### config.mk
export PLATFORM = sky130hd
export DESIGN_NAME = uart_dbuf
export DESIGN_NICKNAME = d
export VERILOG_FILES = /design/src/rtl/uart_dbuf_pkg.sv /design/src/rtl/uart_dbuf_baud.sv /design/src/rtl/uart_dbuf_tx.sv /design/src/rtl/uart_dbuf_rx.sv /design/src/rtl/uart_dbuf.sv
export SDC_FILE = /design/constraint.sdc
export NUM_CORES = 1
export LEC_CHECK = 0
export CAP_MARGIN = 5
export CORE_MARGIN = 2
export CORE_UTILIZATION = 55
export CTS_CLUSTER_SIZE = 25
export DETAILED_ROUTE_END_ITERATION = 10
export HOLD_SLACK_MARGIN = 0.15
export PLACE_DENSITY = 0.78
export SLEW_MARGIN = 10
export SYNTH_ARGS = -nofsm -noshare
export SYNTH_HDL_FRONTEND = slang
export SYNTH_SLANG_ARGS = --single-unit
### constraint.sdc
create_clock -name clk -period 2.75 [get_ports clk]
set_input_delay 0.55 -clock clk [delete_from_list [all_inputs] [get_ports clk]]
set_output_delay 0.55 -clock clk [all_outputs]
set_load 0.01 [all_outputs]
### src/rtl/uart_dbuf_pkg.sv
package uart_dbuf_pkg;
  typedef enum logic [1:0] {
    RX_IDLE,
    RX_START,
    RX_DATA,
    RX_STOP
  } rx_state_e;
endpackage

### src/rtl/uart_dbuf_baud.sv
// Free-running divider: one tick every max(div,1) clocks.
module uart_dbuf_baud #(
  parameter int DIV_W = 13
) (
  input  logic             clk,
  input  logic             rst_n,
  input  logic [DIV_W-1:0] div,
  output logic             tick
);
  localparam logic [DIV_W-1:0] ONE = DIV_W'(1);

  logic [DIV_W-1:0] cnt_q, cnt_d, lim;

  always_comb begin
    lim   = (div == '0) ? '0 : div - ONE;
    tick  = (cnt_q >= lim);
    cnt_d = tick ? '0 : cnt_q + ONE;
  end

  always_ff @(posedge clk or negedge rst_n) begin
    if (!rst_n) cnt_q <= '0;
    else        cnt_q <= cnt_d;
  end
endmodule

### src/rtl/uart_dbuf_tx.sv
// Transmit holding register plus framing shifter.
module uart_dbuf_tx #(
  parameter int DATA_W = 8,
  parameter int OSR    = 16
) (
  input  logic              clk,
  input  logic              rst_n,
  input  logic              tick,
  input  logic              wr_en,
  input  logic [DATA_W-1:0] wr_data,
  output logic              tx_empty,
  output logic              txd
);
  localparam int FRAME_W = DATA_W + 2;
  localparam int TCNT_W  = $clog2(OSR);
  localparam int BCNT_W  = $clog2(FRAME_W);
  localparam logic [TCNT_W-1:0] T_LAST = TCNT_W'(OSR - 1);
  localparam logic [BCNT_W-1:0] B_LAST = BCNT_W'(FRAME_W - 1);

  logic [DATA_W-1:0]  hold_q, hold_d;
  logic               hold_v_q, hold_v_d;
  logic [FRAME_W-1:0] sh_q, sh_d;
  logic               busy_q, busy_d;
  logic [TCNT_W-1:0]  tcnt_q, tcnt_d;
  logic [BCNT_W-1:0]  bcnt_q, bcnt_d;
  logic               take;
  logic               accept;

  always_comb begin
    hold_d   = hold_q;
    hold_v_d = hold_v_q;
    sh_d     = sh_q;
    busy_d   = busy_q;
    tcnt_d   = tcnt_q;
    bcnt_d   = bcnt_q;
    accept   = wr_en && !hold_v_q;
    take     = hold_v_q && !busy_q;

    if (accept) begin
      hold_d   = wr_data;
      hold_v_d = 1'b1;
    end

    if (take) begin
      hold_v_d = 1'b0;
      sh_d     = {1'b1, hold_q, 1'b0};
      busy_d   = 1'b1;
      tcnt_d   = '0;
      bcnt_d   = '0;
    end else if (busy_q && tick) begin
      if (tcnt_q == T_LAST) begin
        tcnt_d = '0;
        sh_d   = {1'b1, sh_q[FRAME_W-1:1]};
        if (bcnt_q == B_LAST) begin
          busy_d = 1'b0;
          bcnt_d = '0;
        end else begin
          bcnt_d = bcnt_q + BCNT_W'(1);
        end
      end else begin
        tcnt_d = tcnt_q + TCNT_W'(1);
      end
    end
  end

  always_ff @(posedge clk or negedge rst_n) begin
    if (!rst_n) begin
      hold_q   <= '0;
      hold_v_q <= 1'b0;
      sh_q     <= '1;
      busy_q   <= 1'b0;
      tcnt_q   <= '0;
      bcnt_q   <= '0;
    end else begin
      hold_q   <= hold_d;
      hold_v_q <= hold_v_d;
      sh_q     <= sh_d;
      busy_q   <= busy_d;
      tcnt_q   <= tcnt_d;
      bcnt_q   <= bcnt_d;
    end
  end

  assign tx_empty = !hold_v_q;
  assign txd      = sh_q[0];
endmodule

### src/rtl/uart_dbuf_rx.sv
// Receive synchroniser, mid-bit sampler, read register and error flags.
module uart_dbuf_rx
  import uart_dbuf_pkg::*;
#(
  parameter int DATA_W = 8,
  parameter int OSR    = 16
) (
  input  logic              clk,
  input  logic              rst_n,
  input  logic              tick,
  input  logic              rxd,
  input  logic              rd_en,
  output logic [DATA_W-1:0] rd_data,
  output logic              rx_full,
  output logic              frame_err,
  output logic              overrun
);
  localparam int TCNT_W = $clog2(OSR);
  localparam int BCNT_W = $clog2(DATA_W);
  localparam logic [TCNT_W-1:0] T_LAST = TCNT_W'(OSR - 1);
  localparam logic [TCNT_W-1:0] T_MID  = TCNT_W'(OSR / 2 - 1);
  localparam logic [BCNT_W-1:0] B_LAST = BCNT_W'(DATA_W - 1);

  logic              s1_q, s2_q, prev_q;
  rx_state_e         st_q, st_d;
  logic [TCNT_W-1:0] tcnt_q, tcnt_d;
  logic [BCNT_W-1:0] bcnt_q, bcnt_d;
  logic [DATA_W-1:0] sh_q, sh_d;
  logic [DATA_W-1:0] dr_q, dr_d;
  logic              full_q, full_d;
  logic              fe_q, fe_d;
  logic              ov_q, ov_d;
  logic              load, fe_set, ov_set;

  always_comb begin
    st_d   = st_q;
    tcnt_d = tcnt_q;
    bcnt_d = bcnt_q;
    sh_d   = sh_q;
    load   = 1'b0;
    fe_set = 1'b0;
    ov_set = 1'b0;

    unique case (st_q)
      RX_IDLE: begin
        if (prev_q && !s2_q) begin
          st_d   = RX_START;
          tcnt_d = '0;
        end
      end
      RX_START: begin
        if (tick) begin
          if (tcnt_q == T_MID) begin
            tcnt_d = '0;
            bcnt_d = '0;
            st_d   = s2_q ? RX_IDLE : RX_DATA;
          end else begin
            tcnt_d = tcnt_q + TCNT_W'(1);
          end
        end
      end
      RX_DATA: begin
        if (tick) begin
          if (tcnt_q == T_LAST) begin
            tcnt_d = '0;
            sh_d   = {s2_q, sh_q[DATA_W-1:1]};
            if (bcnt_q == B_LAST) st_d = RX_STOP;
            else                  bcnt_d = bcnt_q + BCNT_W'(1);
          end else begin
            tcnt_d = tcnt_q + TCNT_W'(1);
          end
        end
      end
      RX_STOP: begin
        if (tick) begin
          if (tcnt_q == T_LAST) begin
            tcnt_d = '0;
            st_d   = RX_IDLE;
            if (!s2_q)                 fe_set = 1'b1;
            else if (full_q && !rd_en) ov_set = 1'b1;
            else                       load   = 1'b1;
          end else begin
            tcnt_d = tcnt_q + TCNT_W'(1);
          end
        end
      end
      default: st_d = RX_IDLE;
    endcase

    dr_d   = load ? sh_q : dr_q;
    full_d = load | (full_q & ~rd_en);
    fe_d   = fe_set | (fe_q & ~rd_en);
    ov_d   = ov_set | (ov_q & ~rd_en);
  end

  always_ff @(posedge clk or negedge rst_n) begin
    if (!rst_n) begin
      s1_q   <= 1'b1;
      s2_q   <= 1'b1;
      prev_q <= 1'b1;
      st_q   <= RX_IDLE;
      tcnt_q <= '0;
      bcnt_q <= '0;
      sh_q   <= '0;
      dr_q   <= '0;
      full_q <= 1'b0;
      fe_q   <= 1'b0;
      ov_q   <= 1'b0;
    end else begin
      s1_q   <= rxd;
      s2_q   <= s1_q;
      prev_q <= s2_q;
      st_q   <= st_d;
      tcnt_q <= tcnt_d;
      bcnt_q <= bcnt_d;
      sh_q   <= sh_d;
      dr_q   <= dr_d;
      full_q <= full_d;
      fe_q   <= fe_d;
      ov_q   <= ov_d;
    end
  end

  assign rd_data   = dr_q;
  assign rx_full   = full_q;
  assign frame_err = fe_q;
  assign overrun   = ov_q;
endmodule

### src/rtl/uart_dbuf.sv
// Top: reset synchroniser, shared divider, transmitter and receiver.
module uart_dbuf #(
  parameter int DATA_W = 8,
  parameter int DIV_W  = 13,
  parameter int OSR    = 16
) (
  input  logic              clk,
  input  logic              rst_n,
  input  logic [DIV_W-1:0]  baud_div,
  input  logic              wr_en,
  input  logic [DATA_W-1:0] wr_data,
  output logic              tx_empty,
  output logic              txd,
  input  logic              rxd,
  input  logic              rd_en,
  output logic [DATA_W-1:0] rd_data,
  output logic              rx_full,
  output logic              frame_err,
  output logic              overrun
);
  logic [1:0] rs_q;
  logic       rst_i_n;
  logic       tick;

  always_ff @(posedge clk or negedge rst_n) begin
    if (!rst_n) rs_q <= 2'b00;
    else        rs_q <= {rs_q[0], 1'b1};
  end
  assign rst_i_n = rs_q[1];

  uart_dbuf_baud #(.DIV_W(DIV_W)) u_baud (
    .clk   (clk),
    .rst_n (rst_i_n),
    .div   (baud_div),
    .tick  (tick)
  );

  uart_dbuf_tx #(.DATA_W(DATA_W), .OSR(OSR)) u_tx (
    .clk      (clk),
    .rst_n    (rst_i_n),
    .tick     (tick),
    .wr_en    (wr_en),
    .wr_data  (wr_data),
    .tx_empty (tx_empty),
    .txd      (txd)
  );

  uart_dbuf_rx #(.DATA_W(DATA_W), .OSR(OSR)) u_rx (
    .clk       (clk),
    .rst_n     (rst_i_n),
    .tick      (tick),
    .rxd       (rxd),
    .rd_en     (rd_en),
    .rd_data   (rd_data),
    .rx_full   (rx_full),
    .frame_err (frame_err),
    .overrun   (overrun)
  );
endmodule

==> flow_summary.ini <==
[global_route]
grt_first_pass_wirelength_um = 13450
grt_pass1_vias = 2927
grt-ovfl-total = 0
grt_max_degree = 39
antenna_found_initial = 0
grt_util_all_layers_pct = 22.45

[floorplan]
design.core.area_sq_um = 6719
die_x_um = 87.07
row_count = 30
dieArea_sq_um = 7580
fp.dieH_um = 87.07
initial_utilization_pct = 56.48
io_pins = 39

[power]
powerDensity_nw_per_um2 = 618.9
power_w = 0.003147
ir_drop_v = 0.0004987
p_leak_nw = 2.288

[sta]
hold_viol = 0
final.setup_skew_ns = 0.01897
holdWs_ns = 0.3280
finalSetupViolations = 59
layout_worst_path_cycle_share_pct = 128.7
layout_min_cycle_time_ns = 3.539
max_slew.worst_pin.slew_ns = 0.7290
setup_ws_ns = -0.7893
slew_headroom_pct = 51.40
rsz0062_at_grt = true
drv_slew = 0
fmax_mhz = 282.5

[synth]
synth_fp_nets = 409
syn_inst = 362
ys_top_cells_by_area = dfrtp_1, dfstp_2, mux2_2
synth_edf_count = 0
synth_top_family_by_area = simple AND/OR/NAND/NOR gates
netlist.area_leader.share_pct = 40.22
yosysWarnings = 0
syn_area_sq_um = 3795
async_flop_share_pct = 100.0
ys_seq_area_share_pct = 48.53
synth_fa_ha_area_share_pct = 6.924
yosys.area_share.simple_pct = 17.47
yosysUniqueCellTypes = 54
synth-seq-cells = 73
muxShareOfSynthArea_pct = 10.58
synth_top_cell_by_area = dfrtp_1
syn-mean-instance-area_sq_um = 10.48
synth_flop_cell = dfrtp_1
synth_compound_area_share_pct = 9.133
synth_xor_area_share_pct = 4.616
yosys-top-cells-count = dfrtp_1, nor2_1, nand2_1
synth.most_common_cell = dfrtp_1

[run_status]
violations = negative setup slack
status = complete, but fails checks

[route]
firstDrtPassIters = 4
drcViolationCount = 0
vias = 2927
drtAntennaViolNets = 0
wire_per_inst_um = 15.23
routed_wl_um = 7965
viasPerCell = 5.597
drtIter0Drc = 133

[clocking]
cts_tree = yes
clockBufferDepth = 2
worst_skew_pair.late_latency_ns = 0.35
clock_sinks = 73
path_clk_slew_ns = 0.08
htree_levels = 3
cts-root-buf = clkbuf_8
cts_buffers = 9

[finish]
fin_cells = 523
design_area_sq_um = 5085
fin_nets = 485
syn2layout_area_growth_pct = 33.99
antenna_cells = 0
final_layout_size_suffix_gt1_share_pct = 32.96

[worst_setup_path]
critical_path_class = primary input to register
endpoint_kind = register
cp.required_ns = 2.98
critPathLaunchType = primary input
critPathArrivalTime_ns = 3.77
path_max_fanout = 4

[placed_design]
hpwl_um = 5008
preCtsSetupSlack_ns = -1.531
io_buffer_count = 38
placed_cells = 497
place_area_sq_um = 4457
gp_congestion = 0.8468

[job]
cap_violations = 0

[hold_path]
hp-class = register to async pin
-- path summary, 6_finish.rpt --
kind,depth (start not counted),from,slack [ns],end
setup / recovery,16,baud_div[5],-0.79,u_rx.sh_q[4]$_DFFE_PN0P_
hold / removal,0,rs_q[1]$_DFF_PN0_,0.33,u_tx.hold_q[1]$_DFFE_PN0P_
setup reg to reg,8,u_baud.cnt_q[12]$_DFF_PN0_,0.36,u_rx.sh_q[4]$_DFFE_PN0P_
hold reg to reg,0,rs_q[1]$_DFF_PN0_,0.33,u_tx.hold_q[1]$_DFFE_PN0P_
max in group asynchronous,1,rs_q[1]$_DFF_PN0_,1.73,u_rx.s2_q$_DFF_PN1_
min in group clk,0,rs_q[0]$_DFF_PN0_,0.36,rs_q[1]$_DFF_PN0_
-- routing by layer --
| metal | up-vias | share of wire, % | GRT usage [%] |
|---|---|---|---|
| met5 | - | 0 | 0 |
| met4 | 0 | 0.98 | 7.102 |
| met3 | 8 | 3.1 | 4.645 |
| met2 | 53 | 51 | 36.92 |
| met1 | 1433 | 45 | 29.89 |
| li1 | 1433 | - | - |
-- stage by stage --
stage | utilization [%] | setup TNS [ns]
2_1_floorplan | - | -41.00
3_3_place_gp | 66.33 | -75.91
3_5_place_dp | 66.33 | -79.15
4_1_cts | 73.22 | -33.99
5_1_grt | 75.68 | -39.20
6_report | 75.68 | -32.99
-- timing repair --
action                     in CTS  in global routing
pin swaps                      20                 17
setup buffers                   6                  3
gates resized for setup        58                 33
setup endpoints to repair      59                 59
cloned                          3                  0
hold buffers                    0                  0
-- cell families after synthesis --
kind of cell             after synthesis
flip-flops                            73
adder cells (fa/ha/maj)               21
buffers and inverters                 21
other                                  1
multiplexers                          37
XOR/XNOR                              20
AND/OR/NAND/NOR                      135
AO/OA/AOI/OAI                         54
-- critical path, stage by stage --
cell and delay, ns:
buf_6 0.09, or3_4 0.38, or4_4 0.45, nor2_4 0.13, nand2_2 0.08, or2_4 0.27, buf_6 0.14, nand2_4 0.07
ha_4 0.14, nand2_4 0.05, nor4_4 0.30, buf_4 0.16, a221o_1 0.16, nand4b_1 0.26, clkbuf_16 0.26, mux2_4 0.29
-- state kept, by name, summed over array words and instances, names as in the netlist, 2 cells and up, named ones only --
| name | flops |
|---|---|
| u_baud.cnt_q | 13 |
| u_tx.sh_q | 9 |
| u_rx.rd_data | 8 |
| u_rx.sh_q | 8 |
| u_tx.hold_q | 8 |
| u_rx.tcnt_q | 4 |
| u_tx.bcnt_q | 4 |
| u_tx.tcnt_q | 4 |
| u_rx.bcnt_q | 3 |
| rs_q | 2 |
-- cell type report --
class | instances | area, sq um
tap | 80 | 100.1
clock inverter | 7 | 53.80
multi-input combinational | 270 | 2218
inverter | 9 | 33.78
sequential | 73 | 1843
timing repair buffer | 75 | 711.9
clock buffer | 9 | 123.9
fill | 448 | 1634
-- power breakdown --
part | internal [W] | switching [W]
logic | 0.000471 | 0.000429
clock network | 0.000333 | 0.000422
registers | 0.00127 | 0.000227
-- cell usage in the layout (no fill, tap or decap), drive strengths merged, types with 4 or more instances in the layout --
cell | netlist | routed
dfstp | 12 | 12
nand4 | 4 | 4
mux2 | 25 | 25
o21ai | 11 | 11
buf | 7 | 39
nand2b | 5 | 5
xor2 | 9 | 9
inv | 9 | 11
a21oi | 18 | 18
mux2i | 12 | 12
nand3 | 13 | 13
ha | 21 | 21
nor2 | 42 | 42
clkdlybuf4s50 | 0 | 31
xnor2 | 11 | 11
o22ai | 4 | 4
and3 | 8 | 8
nor2b | 4 | 4
nand2 | 38 | 38
clkbuf | 5 | 10
dfrtp | 61 | 61
No activity file was read; power rests on OpenSTA's default activity.
